$ cat config.mk
export PLATFORM = sky130hd
export DESIGN_NAME = bus_sizer
export DESIGN_NICKNAME = d
export VERILOG_FILES = /design/src/rtl/bus_sizer_pkg.sv /design/src/rtl/bus_sizer_seq.sv /design/src/rtl/bus_sizer_lanes.sv /design/src/rtl/bus_sizer_rdpack.sv /design/src/rtl/bus_sizer.sv
export SDC_FILE = /design/constraint.sdc
export NUM_CORES = 1
export LEC_CHECK = 0
export ABC_AREA = 0
export CAP_MARGIN = 10
export CORE_MARGIN = 5
export CORE_UTILIZATION = 35
export CTS_CLUSTER_SIZE = 28
export DETAILED_ROUTE_END_ITERATION = 8
export GPL_TIMING_DRIVEN = 0
export PLACE_DENSITY_LB_ADDON = 0.1
export SETUP_SLACK_MARGIN = 0.05
export SKIP_LAST_GASP = 1
export SLEW_MARGIN = 40
export SYNTH_ARGS = -nofsm -noshare
export SYNTH_HDL_FRONTEND = slang
export SYNTH_HIERARCHICAL = 1
export SYNTH_SLANG_ARGS = --single-unit
$ cat constraint.sdc
create_clock -name clk -period 2.8 [get_ports clk]
set_clock_uncertainty 0.1 [all_clocks]
set_input_delay 0.56 -clock clk [delete_from_list [all_inputs] [get_ports clk]]
set_output_delay 0.56 -clock clk [all_outputs]
set_load 0.01 [all_outputs]
$ cat src/rtl/bus_sizer_pkg.sv
// Shared constants and encodings for the bus width sizing adapter.
// Assumes a 32-bit internal word split into two 16-bit halves.
package bus_sizer_pkg;
    localparam int DATA_W = 32;
    localparam int HALF_W = DATA_W / 2;
    localparam int BE_W   = DATA_W / 8;

    // Access size codes on the request port (code 3 behaves as a word).
    localparam logic [1:0] SZ_BYTE = 2'd0;
    localparam logic [1:0] SZ_HALF = 2'd1;

    // Bus state encoding, visible on the phase output.
    typedef enum logic [2:0] {
        PH_IDLE = 3'd0,
        PH_TA   = 3'd1,
        PH_TS   = 3'd2,
        PH_TW1  = 3'd3,
        PH_TW2  = 3'd4
    } phase_e;
endpackage

$ cat src/rtl/bus_sizer_seq.sv
// Bus state sequencer: captures the width strap during reset, latches a
// request when idle and steps through address and data states.
// Assumes the requester holds nothing after acceptance (fields are latched).
module bus_sizer_seq
    import bus_sizer_pkg::*;
#(
    parameter int ADDR_W = 32
) (
    input  logic              clk,
    input  logic              rst_n,
    input  logic              strap_narrow,
    input  logic              req_valid,
    input  logic [ADDR_W-1:0] req_addr,
    input  logic [1:0]        req_size,
    input  logic              req_write,
    input  logic [DATA_W-1:0] req_wdata,
    input  logic              bus_ready,
    output phase_e            phase,
    output logic              mode16,
    output logic              accept,
    output logic [ADDR_W-1:0] lat_addr,
    output logic [1:0]        lat_size,
    output logic              lat_write,
    output logic [DATA_W-1:0] lat_wdata
);

    // Acceptance only in idle.
    always_comb accept = (phase == PH_IDLE) && req_valid;

    // Strap capture during reset, request latch and state stepping.
    always_ff @(posedge clk) begin
        if (!rst_n) begin
            phase     <= PH_IDLE;
            mode16    <= strap_narrow;
            lat_addr  <= '0;
            lat_size  <= '0;
            lat_write <= 1'b0;
            lat_wdata <= '0;
        end else begin
            case (phase)
                PH_IDLE: begin
                    if (req_valid) begin
                        phase     <= PH_TA;
                        lat_addr  <= req_addr;
                        lat_size  <= req_size;
                        lat_write <= req_write;
                        lat_wdata <= req_wdata;
                    end
                end
                PH_TA:   phase <= (mode16 && lat_size[1]) ? PH_TW1 : PH_TS;
                PH_TS:   if (bus_ready) phase <= PH_IDLE;
                PH_TW1:  if (bus_ready) phase <= PH_TW2;
                PH_TW2:  if (bus_ready) phase <= PH_IDLE;
                default: phase <= PH_IDLE;
            endcase
        end
    end

    // Width mode frozen once out of reset.
    p_strap_hold_r2: assert property (@(posedge clk) disable iff (!rst_n)
        $past(rst_n) |-> $stable(mode16));

    // Address state lasts one cycle and leads to a data state.
    p_ta_once_r10: assert property (@(posedge clk) disable iff (!rst_n)
        (phase == PH_TA) |=> (phase != PH_TA) && (phase != PH_IDLE));

    // Data states hold while ready is low.
    p_wait_hold_r10: assert property (@(posedge clk) disable iff (!rst_n)
        (phase != PH_IDLE) && (phase != PH_TA) && !bus_ready |=> $stable(phase));

    // Narrow word goes to the first word state.
    p_word_first_r6: assert property (@(posedge clk) disable iff (!rst_n)
        (phase == PH_TA) && mode16 && lat_size[1] |=> (phase == PH_TW1));

    // First word state is followed by the second.
    p_word_second_r6: assert property (@(posedge clk) disable iff (!rst_n)
        (phase == PH_TW1) && bus_ready |=> (phase == PH_TW2));

endmodule

$ cat src/rtl/bus_sizer_lanes.sv
// Lane steering: derives byte enables, outgoing lane data, drive enables
// and the start strobe from the current state and the latched request.
// Assumes aligned halfword and word addresses.
module bus_sizer_lanes
    import bus_sizer_pkg::*;
(
    input  logic              clk,
    input  logic              rst_n,
    input  phase_e            phase,
    input  logic              mode16,
    input  logic [1:0]        addr_lo,
    input  logic [1:0]        size,
    input  logic              write,
    input  logic [DATA_W-1:0] wdata,
    output logic [BE_W-1:0]   be,
    output logic [DATA_W-1:0] dout,
    output logic [1:0]        doe,
    output logic              start
);

    logic hi_beat;

    // Enables and data for the active state, all quiet when idle.
    always_comb begin
        be      = '0;
        dout    = '0;
        doe     = '0;
        start   = 1'b0;
        hi_beat = 1'b0;
        if (phase != PH_IDLE) begin
            start = (phase == PH_TA);
            if (mode16) begin
                hi_beat = size[1] ? (phase == PH_TW2) : addr_lo[1];
                if (size != SZ_BYTE) begin
                    be[2:0] = 3'b111;
                end else begin
                    be[0] = !addr_lo[0];
                    be[1] = addr_lo[0];
                end
                be[3]          = hi_beat;
                dout[HALF_W-1:0] = hi_beat ? wdata[DATA_W-1:HALF_W] : wdata[HALF_W-1:0];
                doe            = {1'b0, write};
            end else begin
                if (size[1])
                    be = 4'b1111;
                else if (size == SZ_HALF)
                    be = addr_lo[1] ? 4'b1100 : 4'b0011;
                else
                    be = 4'b0001 << addr_lo;
                dout = wdata;
                doe  = {write, write};
            end
        end
    end

    // A1 low during the first beat of a narrow word.
    p_a1_low_r6: assert property (@(posedge clk) disable iff (!rst_n)
        mode16 && (phase == PH_TW1) |-> !be[3]);

    // A1 high during the second beat of a narrow word.
    p_a1_high_r6: assert property (@(posedge clk) disable iff (!rst_n)
        mode16 && (phase == PH_TW2) |-> be[3]);

    // Narrow byte access uses exactly one lane and no halfword flag.
    p_byte_lane_r5: assert property (@(posedge clk) disable iff (!rst_n)
        mode16 && (phase != PH_IDLE) && (size == SZ_BYTE) |-> $onehot(be[1:0]) && !be[2]);

endmodule

$ cat src/rtl/bus_sizer_rdpack.sv
// Read packing: collects incoming lanes into a 32-bit read word and
// raises the completion pulse after the final ready edge.
// Assumes the buffer is cleared at each acceptance.
module bus_sizer_rdpack
    import bus_sizer_pkg::*;
(
    input  logic              clk,
    input  logic              rst_n,
    input  logic              accept,
    input  phase_e            phase,
    input  logic              mode16,
    input  logic              addr1,
    input  logic              write,
    input  logic              bus_ready,
    input  logic [DATA_W-1:0] bus_din,
    output logic [DATA_W-1:0] rdata,
    output logic              done
);

    // Fill the read word from the sampled lanes.
    always_ff @(posedge clk) begin
        if (!rst_n) begin
            rdata <= '0;
        end else if (accept) begin
            rdata <= '0;
        end else if (!write && bus_ready) begin
            case (phase)
                PH_TS: begin
                    if (!mode16)
                        rdata <= bus_din;
                    else if (addr1)
                        rdata[DATA_W-1:HALF_W] <= bus_din[HALF_W-1:0];
                    else
                        rdata[HALF_W-1:0] <= bus_din[HALF_W-1:0];
                end
                PH_TW1:  rdata[HALF_W-1:0]      <= bus_din[HALF_W-1:0];
                PH_TW2:  rdata[DATA_W-1:HALF_W] <= bus_din[HALF_W-1:0];
                default: ;
            endcase
        end
    end

    // Completion pulse after the last data state ends.
    always_ff @(posedge clk) begin
        if (!rst_n)
            done <= 1'b0;
        else
            done <= bus_ready && ((phase == PH_TS) || (phase == PH_TW2));
    end

    // Completion never lasts two cycles.
    p_done_pulse_r11: assert property (@(posedge clk) disable iff (!rst_n)
        done |=> !done);

endmodule

$ cat src/rtl/bus_sizer.sv
// Bus width sizing adapter top: joins the sequencer, lane steering and
// read packing. Assumes the width strap is stable near the end of reset.
module bus_sizer
    import bus_sizer_pkg::*;
#(
    parameter int ADDR_W = 32
) (
    input  logic              clk,
    input  logic              rst_n,
    input  logic              strap_narrow,
    input  logic              req_valid,
    output logic              req_ready,
    input  logic [ADDR_W-1:0] req_addr,
    input  logic [1:0]        req_size,
    input  logic              req_write,
    input  logic [31:0]       req_wdata,
    output logic              rsp_done,
    output logic [31:0]       rsp_rdata,
    output logic [ADDR_W-3:0] bus_addr,
    output logic [3:0]        bus_be,
    output logic              bus_start,
    output logic              bus_write,
    output logic [2:0]        bus_phase,
    output logic [31:0]       bus_dout,
    output logic [1:0]        bus_doe,
    input  logic [31:0]       bus_din,
    input  logic              bus_ready
);

    phase_e            phase;
    logic              mode16;
    logic              accept;
    logic [ADDR_W-1:0] lat_addr;
    logic [1:0]        lat_size;
    logic              lat_write;
    logic [DATA_W-1:0] lat_wdata;

    bus_sizer_seq #(.ADDR_W(ADDR_W)) u_seq (
        .clk          (clk),
        .rst_n        (rst_n),
        .strap_narrow (strap_narrow),
        .req_valid    (req_valid),
        .req_addr     (req_addr),
        .req_size     (req_size),
        .req_write    (req_write),
        .req_wdata    (req_wdata),
        .bus_ready    (bus_ready),
        .phase        (phase),
        .mode16       (mode16),
        .accept       (accept),
        .lat_addr     (lat_addr),
        .lat_size     (lat_size),
        .lat_write    (lat_write),
        .lat_wdata    (lat_wdata)
    );

    bus_sizer_lanes u_lanes (
        .clk     (clk),
        .rst_n   (rst_n),
        .phase   (phase),
        .mode16  (mode16),
        .addr_lo (lat_addr[1:0]),
        .size    (lat_size),
        .write   (lat_write),
        .wdata   (lat_wdata),
        .be      (bus_be),
        .dout    (bus_dout),
        .doe     (bus_doe),
        .start   (bus_start)
    );

    bus_sizer_rdpack u_rdpack (
        .clk       (clk),
        .rst_n     (rst_n),
        .accept    (accept),
        .phase     (phase),
        .mode16    (mode16),
        .addr1     (lat_addr[1]),
        .write     (lat_write),
        .bus_ready (bus_ready),
        .bus_din   (bus_din),
        .rdata     (rsp_rdata),
        .done      (rsp_done)
    );

    // Port-level views of the state.
    always_comb begin
        req_ready = (phase == PH_IDLE);
        bus_phase = phase;
        bus_addr  = lat_addr[ADDR_W-1:2];
        bus_write = lat_write && (phase != PH_IDLE);
    end

    // Nothing is enabled or driven while idle.
    p_idle_quiet_r1: assert property (@(posedge clk) disable iff (!rst_n)
        (bus_phase == 3'd0) |-> (bus_be == 4'd0) && (bus_doe == 2'd0));

    // Completion only while idle and only after a ready edge.
    p_done_idle_r11: assert property (@(posedge clk) disable iff (!rst_n)
        rsp_done |-> (bus_phase == 3'd0) && $past(bus_ready));

endmodule

==> results.md, run 1 <==
- Outcome: finished clean
- Ys Warns: 6
- Final Hold Vio Count: 0
- Num rows: 43
- Register-to-Register Setup Slack: 490 ps
- Post-synth design cell area: 4870 um^2
- Most common cell in the netlist: dfxtp_1
- Ys async rst share: 0%
- Diode count: 0
- Sinks on Clock Net: 104
- CTS H-Tree Depth: 3
- Synthesized area per cell: 8.27 um^2
- Crit Path Max Fanout: 10
- Initial core utilization: 35.4%
- Seq/Total Area, Yosys: 42.9%
- Layout cells sized above 1: 10.6%
- Synth top area cells: dfxtp_1 (42%), nand3_1 (10%), nand2_1 (5.3%), o21ai_0 (4.3%), a31oi_1 (4.1%)
- Finished Core Util: 55.5%
- Yosys cell types: 46
- CTS Buf Count: 9
- Max Root-Sink Buffers: 2
- Post-synth top area share: 42.3%
- Slew @ Worst Pin: 653 ps
- Core Box Area: 13800 um^2
- Final Slew Violations: 0
- Post-DRT Antenna Nets: 0
- Design area: 7650 um^2
- Setup crit end kind: output port
- Full die area: 16400 um^2
- DP Wirelength: 13200 um
- EDFF count, synth: 1
- Yosys top cell by area: dfxtp_1
- Clk root buf: clkbuf_16
- Fmax: 370 MHz
- Drt via density: 5.20
- Syn nets: 693
- First-pass GRT wire length: 27500 um
- Crit Path Category: register to output port
- Max_slew headroom: 56.5%
- FF+latch count, synth: 104
- Buffers on Ports: 210
- Largest net degree at the start of global routing: 16
- # nets final: 924
- Vias: 5217
- Final period utilization: 96.5%
- Total Wirelength: 17300 um
- Worst VDD drop: 0.278 mV
- Leakage power: 3.02 nW
- Setup repair after global routing missed its margin: true
- Area growth syn-to-layout: 56.9%
- GP Congestion: 0.871
- Die width: 128 um
- Layout fillers: 1314
- Mean routed wirelength per cell: 17.2 um
- Hold crit path type: register to register
- Worst setup SP type: register
- CTS tree: built
- Clock latency on the worst-skew pair: 350 ps
- Final setup fails: 0
- 1st-iter DRT viols: 313
- Critical path required time: 2140 ps
- Max-cap violations: 0
- Top cells by count, synth: dfxtp_1 (103), nand3_1 (99), nand2_1 (69)
- Initial antenna violation count: 0
- Placed inst area: 7200 um^2
- GRT Util Overall: 21.0%
- Vias in the first global route: 5358
- Pwr dens: 506 nW/um^2
- Die Y: 128 um
- Tmin final: 2700 ps
- GR Overflow Total: 0
- Drt first pass iters: 5
- Main flop type after synthesis: dfxtp_1
- # DRC: 0
- Crit path DAT: 2040 ps
- Hold Buf Count CTS: 0
- # IOs: 211
- Final worst slack: 97.9 ps
- DP Worst Slack: -483 ps
- Cells after Synth: 589
- Clk slew on worst S/H paths: 70 ps
[metrics by stage]
step | std cells | TNS [ps] | power, W | hold WS [ps]
global placement | 979 | -13060 | 0.00263 | 336
global route | 1004 | -15.6 | 0.00406 | 373
finish | 1004 | 0 | 0.00387 | 356
detailed placement | 979 | -15950 | 0.00265 | 341
CTS | 1002 | 0 | 0.00389 | 355
floorplan | 589 | 0 | 0.00215 | 338
[final timing paths]
path	from	cells past startpoint	endpoint
worst max register to register	u_seq/phase[1]$_SDFFE_PN0P_	7	u_rdpack/rdata[2]$_SDFFE_PP0P_
worst max-delay path	u_seq/phase[2]$_SDFFE_PN0P_	6	bus_dout[21]
worst min register to register	u_seq/lat_addr[14]$_SDFFE_PN0P_	2	u_seq/lat_addr[14]$_SDFFE_PN0P_
worst min-delay path	u_seq/lat_addr[14]$_SDFFE_PN0P_	2	u_seq/lat_addr[14]$_SDFFE_PN0P_
[cells by family after synthesis]
| group | Yosys count | share of synthesized area, % |
|---|---|---|
| compound gates | 146 | 19.0 |
| xor+xnor | 1 | 0.180 |
| buf+inv | 60 | 7.58 |
| flops | 104 | 42.9 |
| mux | 16 | 3.29 |
| simple gates | 262 | 27.0 |
[power by group]
group          switching, W  internal (W)  leakage [nW]
clock network      0.000548      0.000677         0.137
logic              0.000486      0.000490          2.03
registers         0.0000825       0.00159         0.854
total               0.00112       0.00275          3.02
[flip-flops by register name, indices dropped and copies added, names as in the netlist]
| name | cells |
|---|---|
| u_seq/lat_wdata | 32 |
| u_seq/mode16 | 1 |
| u_rdpack/done | 1 |
| u_seq/lat_write | 1 |
| u_seq/lat_addr | 32 |
| u_rdpack/rdata | 32 |
| u_seq/phase | 3 |
| u_seq/lat_size | 2 |
[critical path, stage by stage (launching register included)]
cell and delay, ps:
dfxtp_4 360, buf_12 130, nor3_4 260, nor2_4 100
clkbuf_4 190, and2_1 170, clkdlybuf4s50_1 480
[cell type report]
class | instances | area [um^2] | area share [%]
multi-input combinational | 425 | 2440 | 31.9
tap | 180 | 225 | 2.95
buffer | 56 | 372 | 4.86
inverter | 4 | 15.0 | 0.196
clock buffer | 13 | 272 | 3.55
clock inverter | 2 | 12.5 | 0.164
timing repair buffer | 220 | 2210 | 28.8
sequential | 104 | 2110 | 27.6
[routing by layer]
layer / GRT usage (%) / share of wire, % / vias to the layer above
li1: - / - / 2546
met1: 25.8 / 41 / 2466
met2: 34.1 / 47 / 182
met3: 7.50 / 9.5 / 23
met4: 6.93 / 2.1 / 0
met5: 0 / 0 / -
[layout by cell type (no fill, tap or decap), types with 10 or more instances in the layout]
cell type,n
dfxtp_1,98
nor2_1,35
dlymetal6s2s_1,13
dlygate4sd2_1,13
buf_4,16
clkbuf_16,10
and2_1,17
clkdlybuf4s50_1,184
o21ai_0,42
a31oi_1,30
mux2i_1,16
nand2_1,69
a211oi_2,10
buf_2,10
clkbuf_1,22
nand3_1,99
o21ai_1,26
nor2b_1,11
o22ai_1,17
[repair_timing]
action | 4_1_cts | 5_1_grt
cloned | 0 | 0
resized for setup | 32 | 16
setup endpoints to repair | 67 | 16
pin swaps | 0 | 2
setup buffers | 8 | 2
hold endpoints to repair | 0 | 0
No activity file was read; power rests on OpenSTA's default activity.
==> inputs of run 2 (changes only) <==
--- a/config.mk
+++ b/config.mk
@@ -12,7 +12,7 @@
 export CTS_CLUSTER_SIZE = 28
 export DETAILED_ROUTE_END_ITERATION = 8
 export GPL_TIMING_DRIVEN = 0
-export PLACE_DENSITY_LB_ADDON = 0.1
+export PLACE_DENSITY = 0.68
 export SETUP_SLACK_MARGIN = 0.05
 export SKIP_LAST_GASP = 1
 export SLEW_MARGIN = 40
==> run 2 against run 1 <==
Register-to-register slack got worse by 200 ps. Critical path depth is the same. Final cell count grew 0.30%. Sequential power is essentially flat. Power is 0.40% lower. Cell area down 0.52%.
==> results.md, run 2 (same netlist as run 1, synthesis figures left out) <==
- Hold Crit Start: u_seq/lat_addr[14]$_SDFFE_PN0P_
- Area growth syn-to-layout: 56.1%
- # nets final: 927
- Finished Core Util: 55.2%
- Commonest non-fill, non-tap cell in the layout: clkdlybuf4s50_1
- Clock latency on the worst-skew pair: 350 ps
- Tmin final: 2680 ps
- Max_slew headroom: 47.6%
- Vias: 5249
- Fin Setup TNS: 0 ps
- Final period utilization: 95.6%
- Initial core utilization: 35.4%
- Core Box Area: 13800 um^2
- Diode count: 0
- Clk slew on worst S/H paths: 70 ps
- Largest regs: u_rdpack/rdata: 32 flops, u_seq/lat_addr: 32 flops, u_seq/lat_wdata: 32 flops
- Placed inst area: 7200 um^2
- Worst VDD drop: 0.264 mV
- # IOs: 211
- Design area: 7610 um^2
- Die Y: 128 um
- Post-DRT Antenna Nets: 0
- Layout cells sized above 1: 10.8%
- CTS Buf Count: 9
- Slew @ Worst Pin: 780 ps
- Total Wirelength: 18100 um
- Hold crit path type: register to register
- Clk root buf: clkbuf_16
- CP cell instances: buf_12 -> nor3_4 -> nor2_4 -> buf_4 -> and2_1 -> clkdlybuf4s50_1
- GR Overflow Total: 0
- Drt via density: 5.21
- Worst setup SP type: register
- Min Hold Slack: 348 ps
- Pwr dens: 507 nW/um^2
- Hold Buf Count CTS: 0
- Crit path buf inv count: 3
- Drt first pass iters: 5
- GRT Util Overall: 21.6%
- CTS tree: built
- CTS H-Tree Depth: 3
- Worst Reg-to-Reg Cells: 7
- First-pass GRT wire length: 28200 um
- Crit-path slowest cell: clkdlybuf4s50_1
- Max-cap violations: 0
- Register-to-Register Setup Slack: 290 ps
- Endpoint, Worst Hold: u_seq/lat_addr[14]$_SDFFE_PN0P_
- R2r endpoint: u_rdpack/rdata[14]$_SDFFE_PP0P_
- # DRC: 0
- Critical path required time: 2140 ps
- Sinks on Clock Net: 104
- Outcome: finished clean
- Crit Path Max Fanout: 7
- Vias in the first global route: 5287
- Final Slew Violations: 0
- GP Congestion: 0.882
- DP Wirelength: 13900 um
- Final Hold Vio Count: 0
- Crit path DAT: 2020 ps
- Most frequent cells in the layout: clkdlybuf4s50_1 (191), nand3_1 (99), dfxtp_1 (98), nand2_1 (69), o21ai_0 (42)
- Delay-heaviest family, CP: buffers and inverters
- Fmax: 374 MHz
- R2R Path Start: u_seq/phase[1]$_SDFFE_PN0P_
- Leakage power: 2.84 nW
- Full die area: 16400 um^2
- Hold Path Stages: 2
- Largest net degree at the start of global routing: 19
- Setup repair after global routing missed its margin: false
- Total power: 0.00385 W
- Final setup fails: 0
- Die width: 128 um
- Max Root-Sink Buffers: 2
- Setup crit end kind: output port
- Crit Path Category: register to output port
- Buffers on Ports: 210
- Mean routed wirelength per cell: 18.0 um
- Max incr delay on CP: 490 ps
- 1st-iter DRT viols: 417
- Initial antenna violation count: 0
- Num rows: 43
-- run 2: cell count changes in the layout (fill, tap and decap cells not counted), sizes merged --
| cell | before | now |
|---|---|---|
| dlygate4sd2 | 13 | 18 |
| dlymetal6s2s | 13 | 1 |
| clkinv | 1 | 5 |
| clkdlybuf4s50 | 184 | 191 |
| buf | 35 | 39 |
| clkbuf | 44 | 39 |
-- run 2: repair_timing --
| action | CTS | global route |
|---|---|---|
| buffers inserted | 10 | 3 |
| pin swaps | 2 | 1 |
| endpoints found under the setup margin | 67 | 28 |
| gates resized for setup | 33 | 5 |
| gates cloned | 0 | 0 |
-- run 2: worst max path at each step --
stage                                      end                        start  cells after the start
6_report                          bus_dout[19]  u_seq/phase[2]$_SDFFE_PN0P_                      6
5_1_grt                           bus_dout[21]  u_seq/phase[2]$_SDFFE_PN0P_                      6
4_1_cts                           bus_dout[15]       u_seq/mode16$_DFFE_PN_                      6
3_5_place_dp   u_rdpack/rdata[16]$_SDFFE_PP0P_                    req_valid                      7
3_3_place_gp   u_rdpack/rdata[30]$_SDFFE_PP0P_                    req_valid                      7
2_1_floorplan  u_rdpack/rdata[16]$_SDFFE_PP0P_  u_seq/phase[1]$_SDFFE_PN0P_                      7
-- run 2: through the flow --
stage / std cells / setup slack, ps
6_report: 1007 / 123
5_1_grt: 1007 / 63.5
4_1_cts: 1004 / -92.5
3_5_place_dp: 979 / -476
3_3_place_gp: 979 / -449
2_1_floorplan: 589 / 512
-- run 2: worst reg2reg max path: stages, from the launching register on --
cell      delay (ps)
dfxtp_4          390
buf_2            180
nor4b_4          420
buf_4            260
buf_2            260
nand2b_1         230
clkbuf_1         430
nor2_1           110
-- run 2: cell type report --
cell class              count  area, um^2
clock buffers               9         225
well taps                 180         225
plain buffers              56         363
fillers                  1340        6170
inverters                   4        15.0
multi-input cells         425        2420
flip-flops and latches    104        2110
repair buffers            223        2190
clock inverters             6        58.8
-- run 2: routing by layer --
| layer | vias to the layer above | track usage, % | part of all wire [%] |
|---|---|---|---|
| met2 | 189 | 35.2 | 48 |
| li1 | 2555 | - | - |
| met1 | 2470 | 27.4 | 42 |
| met3 | 35 | 5.13 | 7.7 |
| met5 | - | 0 | 0 |
| met4 | 0 | 9.11 | 2.8 |
-- run 2: where the power goes --
part,total [W],switching [W],internal (W)
clock network,0.00120,0.000589,0.000612
logic,0.000976,0.000487,0.000489
registers,0.00168,0.0000914,0.00159
total,0.00385,0.00117,0.00269
